File: src/rtl/spi_rd_pkg.sv
package spi_rd_pkg;
  localparam int PRE_LEN = 3;
  localparam logic [PRE_LEN-1:0] PRE_CODE = 3'b110;

  typedef enum logic [1:0] {
    SH_WAIT   = 2'd0,
    SH_STREAM = 2'd1,
    SH_MUTE   = 2'd2
  } sh_state_e;
endpackage

File: src/rtl/spi_rd_sync.sv
module spi_rd_sync #(
  parameter int WIDTH  = 3,
  parameter int STAGES = 2
) (
  input  logic             clk,
  input  logic             rst_n,
  input  logic [WIDTH-1:0] async_i,
  output logic [WIDTH-1:0] sync_o
);
  logic [WIDTH-1:0] stg [STAGES];

  for (genvar g = 0; g < STAGES; g++) begin : g_stage
    always_ff @(posedge clk or negedge rst_n) begin
      if (!rst_n) begin
        stg[g] <= '0;
      end else if (g == 0) begin
        stg[g] <= async_i;
      end else begin
        stg[g] <= stg[(g == 0) ? 0 : g-1];
      end
    end
  end

  assign sync_o = stg[STAGES-1];
endmodule

File: src/rtl/spi_rd_cmd.sv
module spi_rd_cmd
  import spi_rd_pkg::*;
#(
  parameter int ADDR_W = 6,
  parameter int IDX_W  = 2
) (
  input  logic             clk,
  input  logic             rst_n,
  input  logic             sel_s,
  input  logic             sck_rise,
  input  logic             sdi_s,
  output logic             cmd_done,
  output logic             hdr_ok,
  output logic [IDX_W-1:0] word_idx
);
  localparam int CMD_LEN = PRE_LEN + ADDR_W;
  localparam int CNT_W   = $clog2(CMD_LEN + 1);

  logic [CMD_LEN-1:0] cmd_sr;
  logic [CNT_W-1:0]   bit_cnt;

  always_ff @(posedge clk or negedge rst_n) begin
    if (!rst_n) begin
      cmd_sr  <= '0;
      bit_cnt <= '0;
    end else if (!sel_s) begin
      cmd_sr  <= '0;
      bit_cnt <= '0;
    end else if (sck_rise && (bit_cnt != CNT_W'(CMD_LEN))) begin
      cmd_sr  <= {cmd_sr[CMD_LEN-2:0], sdi_s};
      bit_cnt <= bit_cnt + 1'b1;
    end
  end

  assign cmd_done = (bit_cnt == CNT_W'(CMD_LEN));
  assign hdr_ok   = (cmd_sr[CMD_LEN-1 -: PRE_LEN] == PRE_CODE);
  assign word_idx = cmd_sr[IDX_W-1:0];
endmodule

File: src/rtl/spi_rd_shift.sv
module spi_rd_shift
  import spi_rd_pkg::*;
#(
  parameter int WORD_W   = 24,
  parameter int NUM_REGS = 4
) (
  input  logic                         clk,
  input  logic                         rst_n,
  input  logic                         sel_s,
  input  logic                         sck_fall,
  input  logic                         cmd_done,
  input  logic                         hdr_ok,
  input  logic [$clog2(NUM_REGS)-1:0]  start_idx,
  input  logic [NUM_REGS*WORD_W-1:0]   words_i,
  output logic                         sdo,
  output logic                         streaming,
  output logic                         muted
);
  localparam int IDX_W = $clog2(NUM_REGS);
  localparam int CNT_W = $clog2(WORD_W);

  logic [WORD_W-1:0] words [NUM_REGS];
  for (genvar g = 0; g < NUM_REGS; g++) begin : g_word
    assign words[g] = words_i[g*WORD_W +: WORD_W];
  end

  sh_state_e         st;
  logic [IDX_W-1:0]  idx;
  logic [CNT_W-1:0]  left;
  logic [WORD_W-1:0] sh;
  logic [IDX_W-1:0]  idx_nxt;

  assign idx_nxt = (idx == IDX_W'(NUM_REGS-1)) ? '0 : idx + 1'b1;

  always_ff @(posedge clk or negedge rst_n) begin
    if (!rst_n) begin
      st   <= SH_WAIT;
      idx  <= '0;
      left <= '0;
      sh   <= '0;
      sdo  <= 1'b0;
    end else if (!sel_s) begin
      st   <= SH_WAIT;
      idx  <= '0;
      left <= '0;
      sh   <= '0;
      sdo  <= 1'b0;
    end else begin
      case (st)
        SH_WAIT: begin
          if (cmd_done) begin
            st   <= hdr_ok ? SH_STREAM : SH_MUTE;
            idx  <= start_idx;
            left <= '0;
          end
        end
        SH_STREAM: begin
          if (sck_fall) begin
            if (left == '0) begin
              sdo  <= words[idx][WORD_W-1];
              sh   <= {words[idx][WORD_W-2:0], 1'b0};
              left <= CNT_W'(WORD_W-1);
              idx  <= idx_nxt;
            end else begin
              sdo  <= sh[WORD_W-1];
              sh   <= {sh[WORD_W-2:0], 1'b0};
              left <= left - 1'b1;
            end
          end
        end
        default: sdo <= 1'b0;
      endcase
    end
  end

  assign streaming = (st == SH_STREAM);
  assign muted     = (st == SH_MUTE);
endmodule

File: src/rtl/spi_meter_reader.sv
module spi_meter_reader #(
  parameter int WORD_W      = 24,
  parameter int NUM_REGS    = 4,
  parameter int ADDR_W      = 6,
  parameter int SYNC_STAGES = 2
) (
  input  logic                       clk,
  input  logic                       rst_n,
  input  logic                       sel_i,
  input  logic                       sclk_i,
  input  logic                       sdi_i,
  output logic                       sdo_o,
  input  logic [NUM_REGS*WORD_W-1:0] meas_words_i
);
  localparam int IDX_W = $clog2(NUM_REGS);

  logic [2:0]       raw_in, syn_in;
  logic             sel_s, sck_s, sdi_s, sck_q;
  logic             sck_rise, sck_fall;
  logic             cmd_done, hdr_ok, streaming, muted;
  logic [IDX_W-1:0] start_idx;

  assign raw_in = {sel_i, sclk_i, sdi_i};

  spi_rd_sync #(.WIDTH(3), .STAGES(SYNC_STAGES)) i_sync (
    .clk(clk), .rst_n(rst_n), .async_i(raw_in), .sync_o(syn_in)
  );

  assign {sel_s, sck_s, sdi_s} = syn_in;

  always_ff @(posedge clk or negedge rst_n) begin
    if (!rst_n) sck_q <= 1'b0;
    else        sck_q <= sck_s;
  end

  assign sck_rise = sck_s & ~sck_q;
  assign sck_fall = ~sck_s & sck_q;

  spi_rd_cmd #(.ADDR_W(ADDR_W), .IDX_W(IDX_W)) i_cmd (
    .clk(clk), .rst_n(rst_n), .sel_s(sel_s), .sck_rise(sck_rise),
    .sdi_s(sdi_s), .cmd_done(cmd_done), .hdr_ok(hdr_ok),
    .word_idx(start_idx)
  );

  spi_rd_shift #(.WORD_W(WORD_W), .NUM_REGS(NUM_REGS)) i_shift (
    .clk(clk), .rst_n(rst_n), .sel_s(sel_s), .sck_fall(sck_fall),
    .cmd_done(cmd_done), .hdr_ok(hdr_ok), .start_idx(start_idx),
    .words_i(meas_words_i), .sdo(sdo_o), .streaming(streaming),
    .muted(muted)
  );
endmodule

File: config.mk
export PLATFORM = sky130hd
export DESIGN_NAME = spi_meter_reader
export DESIGN_NICKNAME = d
export VERILOG_FILES = /design/src/rtl/spi_rd_pkg.sv /design/src/rtl/spi_rd_sync.sv /design/src/rtl/spi_rd_cmd.sv /design/src/rtl/spi_rd_shift.sv /design/src/rtl/spi_meter_reader.sv
export SDC_FILE = /design/constraint.sdc
export NUM_CORES = 1
export LEC_CHECK = 0
export BUFFER_PORTS_ARGS = -buffer_cell sky130_fd_sc_hd__buf_2
export CAP_MARGIN = 15
export CORE_MARGIN = 1
export CORE_UTILIZATION = 35
export DETAILED_ROUTE_END_ITERATION = 10
export PLACE_DENSITY = 0.6
export SLEW_MARGIN = 20
export SYNTH_ARGS = -nofsm -noshare
export SYNTH_HDL_FRONTEND = slang
export SYNTH_SLANG_ARGS = --single-unit
File: constraint.sdc
create_clock -name clk -period 1.9 [get_ports clk]
set_input_delay 0.19 -clock clk [delete_from_list [all_inputs] [get_ports clk]]
set_output_delay 0.19 -clock clk [all_outputs]
set_load 0.02 [all_outputs]
Yosys cells after proc, flatten, opt, wreduce, memory -nomap -nowiden
Cells that the tools add are included.
W data, S select, Z words.
- register bits: 54
- add/subtract/negate cells: 3
- magnitude comparators: 1
- equal/unequal tests: 15
- multiplexer cells: 30
- bitwise operators: 5
- reductions and logical operators: 8
- operator list (operator ; number):
    $mux W24 ; 6
    $bmux W24 S2 ; 1
    $mux W5 ; 4
    $mux W2 ; 9
    $mux W9 ; 2
    $pmux W5 S2 ; 1
    $mux W4 ; 2
    $ne A2 B1 Y1 const B ; 4
    $ne A3 B3 Y1 const B ; 2
    $reduce_and A2 Y1 ; 3
    $logic_not A5 Y1 ; 1
    $sub A5 B1 Y5 const B ; 1
    $add A4 B1 Y4 const B ; 1
    $eq A4 B4 Y1 const B ; 1
    $ne A2 B2 Y1 const B ; 2
    $ne A4 B4 Y1 const B ; 1
    $pmux W2 S2 ; 1
    $reduce_and A4 Y1 ; 1
    $eq A3 B3 Y1 const B ; 1
    $ge A3 B3 Y1 const B ; 1
    $mux W1 ; 3
    $ne A3 B1 Y1 const B ; 1
    $ne A3 B2 Y1 const B ; 1
    $not A2 Y3 ; 1
    9 further kinds ; 11

Depth between registers and ports, before layout
- word-level depth: 8
- gate-level depth with buffers: 7

Cells and area by module
A second synthesis with hierarchy kept.
- cell total of the unflattened synthesis: 234
- area, all modules: 3017.9 um2
- modules (own cells, without submodules) (module ; instances ; cells an instance ; area each (um2) ; seq. area each (um2)):
    spi_rd_shift ; 1 ; 165 ; 2184.6 ; 825.8
    spi_rd_cmd ; 1 ; 57 ; 620.6 ; 325.3
    spi_rd_sync ; 1 ; 9 ; 172.7 ; 150.1
    spi_meter_reader ; 1 ; 3 ; 40.0 ; 25.0

Worst setup path after synthesis
OpenSTA, ideal clock, no wires.
- path kind: flip-flop to flip-flop
- from: register i_shift.left[0]
- to: register i_shift.idx[0]
- arrival time: 1552 ps
- setup slack: 225 ps
- stages on the path, launching flop included: 7
- path buffers: 1
- clock period less this slack: 1675 ps
- cell sequence: dfrtp_1 inv_1 ha_1 or4b_1 buf_2 o22a_1 o221a_1
- word-level cells in the longest chain between the ends: 3
- RTL lines (item ; line ; text):
    start, declared ; spi_rd_shift.sv:29 ; logic [CNT_W-1:0] left;
    start signal, assigned ; spi_rd_shift.sv:62 ; left <= CNT_W'(WORD_W-1);
    start signal, assigned ; spi_rd_shift.sv:67 ; left <= left - 1'b1;
    $logic_not A5 Y1 ; spi_rd_shift.sv:59 ; if (left == '0) begin
    $ne A3 B3 Y1 (no line) ; - ;
    $reduce_and A4 Y1 (no line) ; - ;
    end signal, assigned ; spi_rd_shift.sv:53 ; idx <= start_idx;
    end signal, assigned ; spi_rd_shift.sv:63 ; idx <= idx_nxt;
    end, declared ; spi_rd_shift.sv:28 ; logic [IDX_W-1:0] idx;
No other way between the ends.
A chain may end at the register's enable or synchronous reset.

Final worst setup path
Ends and elaborated chain as after synthesis.

==> metrics.md <==
| Metric | Value |
|---|---|
| Post-synthesis sequential area ratio | 44.9% |
| Die Width | 93.9 um |
| Avg Inst Size Synth | 11.4 sq um |
| Tmin final | 1.80 ns |
| Sink Count | 53 |
| Static leakage | 1.81 nW |
| ANT nets after route | 0 |
| Synthesized instance count | 260 |
| Total power per unit cell area | 590 nW/um^2 |
| Critical path peak fanout | 6 |
| DRC marker count from the first detailed-route iteration | 117 |
| Vias in the first global route | 2328 |
| Count leader, synth | dfrtp_1 |
| Gr ovfl total | 0 |
| Startpoint class of the critical path | flop |
| Inserted Diodes | 0 |
| Final setup vio count | 0 |
| FFs w/ async S/R, synth | 100% |
| RSZ-0062 raised after global routing | false |
| Via/cell ratio | 5.13 |
| Core Region | 8180 sq um |
| Worst clock skew | 0.00436 ns |
| Final Cycle Share | 94.6% |
| Required @ worst endpoint | 2.09 ns |
| Share of layout cells above drive strength 1 | 40.8% |
| Status | finished with violations |
| Nets | 474 |
| DRC violations left | 2 |
| Synth warn | 0 |
| Gpl congestion | 0.799 |
| Slew @ Worst Pin | 0.704 ns |
| Initial antenna violation count | 0 |
| M1 wire length | 2.92 mm |
| Final Hold Slack | 0.353 ns |
| Initial core utilization | 36.1% |
| Gr usage total | 16.4% |
| Critical Path AT | 1.99 ns |
| Post-Syn Nets | 365 |
| Layout Area Growth over Synthesis | 28.9% |
| Largest net degree at the start of global routing | 31 |
| H-Tree Depth | 2 |
| Endpoints failing hold | 0 |
| Main flop type after synthesis | dfrtp_1 |
| DIE HEIGHT | 93.9 um |
| Top Ports | 102 |
| Final Worst Setup Slack | 0.102 ns |
| Highest Clock Rate | 0.556 GHz |
| Synth area leaders | dfrtp_1 (45%), mux4_2 (18%), mux2i_1 (7.5%) |
| Routed len/inst | 14.4 um |
| MaxCap Viol Count | 0 |
| Max Buffers Root-to-Sink | 2 |
| Rows | 33 |
| Global-route wire length before repair | 11.2 mm |
| Maximum vdd drop | 0.376 mV |
| Worst setup EP type | flop |
| Failing checks | DRC |
| Worst-Skew Late Latency | 0.30 ns |
| CTS tree | built |
| CTS clock-pin slew for the worst setup and hold paths | 0.09 ns |
| Total power | 0.00225 W |
| Synth Register Bits | 53 |
| Post-synth top cells | dfrtp_1 (53), nand2_1 (39), o21ai_0 (28) |
| Post-Route Setup TNS | 0 ns |
| CTS Root Cell | clkbuf_8 |
| Via count | 2436 |
| WL met2 | 3.34 mm |
| Setup CP Type | reg -> reg |
| Top-area cell type share of the netlist area | 44.9% |
| Post-synth EDFFs | 0 |
| Top sig layer | met4 |
| Synth Cell Area | 2960 sq um |
| DRT Pass-1 Iters | 7 |
| Slew Viols, Final | 0 |
| Post-synth cell types | 37 |
| Resize count post-CTS | 0 |
| DIE AREA | 8820 sq um |
| Pre-CTS setup slack | 0.118 ns |
| Cell accounting for the most synthesized area | dfrtp_1 |
| Port bufs | 101 |
| CTS Buf Count | 5 |
| Worst slew margin | 53.0% |
| Routed WL | 6.86 mm |
| HP Class | reg -> reg |
| Met3 Wirelength | 538 um |
| Post-detail-place hpwl | 5.30 mm |
| Fin util | 46.6% |
-- final cells by class --
class | instances | area, sq um
clock inverter | 1 | 30.0
fill | 771 | 4370
clock buffer | 7 | 86.3
sequential | 53 | 1330
inverter | 5 | 18.8
tap | 105 | 131
multi-input combinational | 184 | 1520
timing repair buffer | 120 | 696
-- per-stage QoR --
step	cells	instance area, sq um
floorplan	260	2960
global placement	463	3650
detailed placement	463	3650
CTS	475	3810
global route	475	3810
finish	475	3810
-- critical path, stage by stage (launching register included) --
cell and delay, ns:
dfrtp_1 0.39, inv_1 0.08, ha_1 0.20, or4b_1 0.57, o22a_1 0.22, o221a_1 0.23
-- power by group --
group / total (W) / internal, W / switching, W
registers: 0.00115 / 0.00114 / 0.0000130
clock network: 0.000783 / 0.000430 / 0.000353
logic: 0.000311 / 0.000174 / 0.000137
total: 0.00225 / 0.00175 / 0.000503
-- sequential cells by signal, summed over array words and instances (netlist names) --
signal,flops
sck_q,1
i_shift.sh,23
i_sync.stg,3
i_shift.idx,2
i_cmd.cmd_sr,9
i_shift.st,2
i_cmd.bit_cnt,4
i_shift.sdo,1
i_shift.left,5
i_sync.sync_o,3
-- per-layer routing --
metal  track usage (%)  vias to the layer above
li1                  -                     1171
met1              22.2                     1176
met2              26.7                       80
met3              3.72                        9
met4              3.59                        0
met5                 0                        -
-- worst paths after layout --
kind / end / slack [ns] / start / cells past startpoint
hold / removal: i_sync.sync_o[2] / 0.35 / i_sync.stg[5] / 0
min in group asynchronous: i_shift.sh[9] / 0.48 / rst_n / 2
hold reg to reg: i_sync.sync_o[2] / 0.35 / i_sync.stg[5] / 0
setup / recovery: i_shift.idx[0] / 0.10 / i_shift.left[0] / 5
max in group asynchronous: i_cmd.bit_cnt[3] / 0.81 / rst_n / 3
setup reg to reg: i_shift.idx[0] / 0.10 / i_shift.left[0] / 5
-- cells by family after synthesis --
| family | after synthesis | share of synthesized area [%] |
|---|---|---|
| AOI/OAI and AO/OA | 52 | 10.1 |
| DFF | 53 | 44.9 |
| adders and majority gates | 4 | 1.69 |
| and+or+nand+nor | 78 | 12.4 |
| muxes | 46 | 25.7 |
| xor gates and xnor gates | 4 | 1.19 |
| buffers and inverters | 23 | 3.94 |
-- cell usage in the layout (no fill, tap or decap), types with 2 or more instances in the layout --
master         instances
ha_1                   4
nand3b_1               2
buf_12                 3
nand2_1               39
o21ai_0               28
buf_2                101
mux4_2                24
nor2_1                13
clkbuf_8               6
and3b_1                2
dlygate4sd3_1          4
inv_1                  4
a211oi_1               2
mux2i_1               22
xor2_1                 4
a21oi_1               13
nand3_1               12
buf_4                 12
nand4_1                2
nor2b_1                2
dfrtp_1               52
-- what timing repair did --
| action | in CTS | in global routing |
|---|---|---|
| setup buffers | 0 | 0 |
| hold endpoints to repair | 31 | 0 |
| endpoints found under the setup margin | 0 | 0 |
| hold buffers | 4 | 0 |
(Power assumes the default switching activity.)
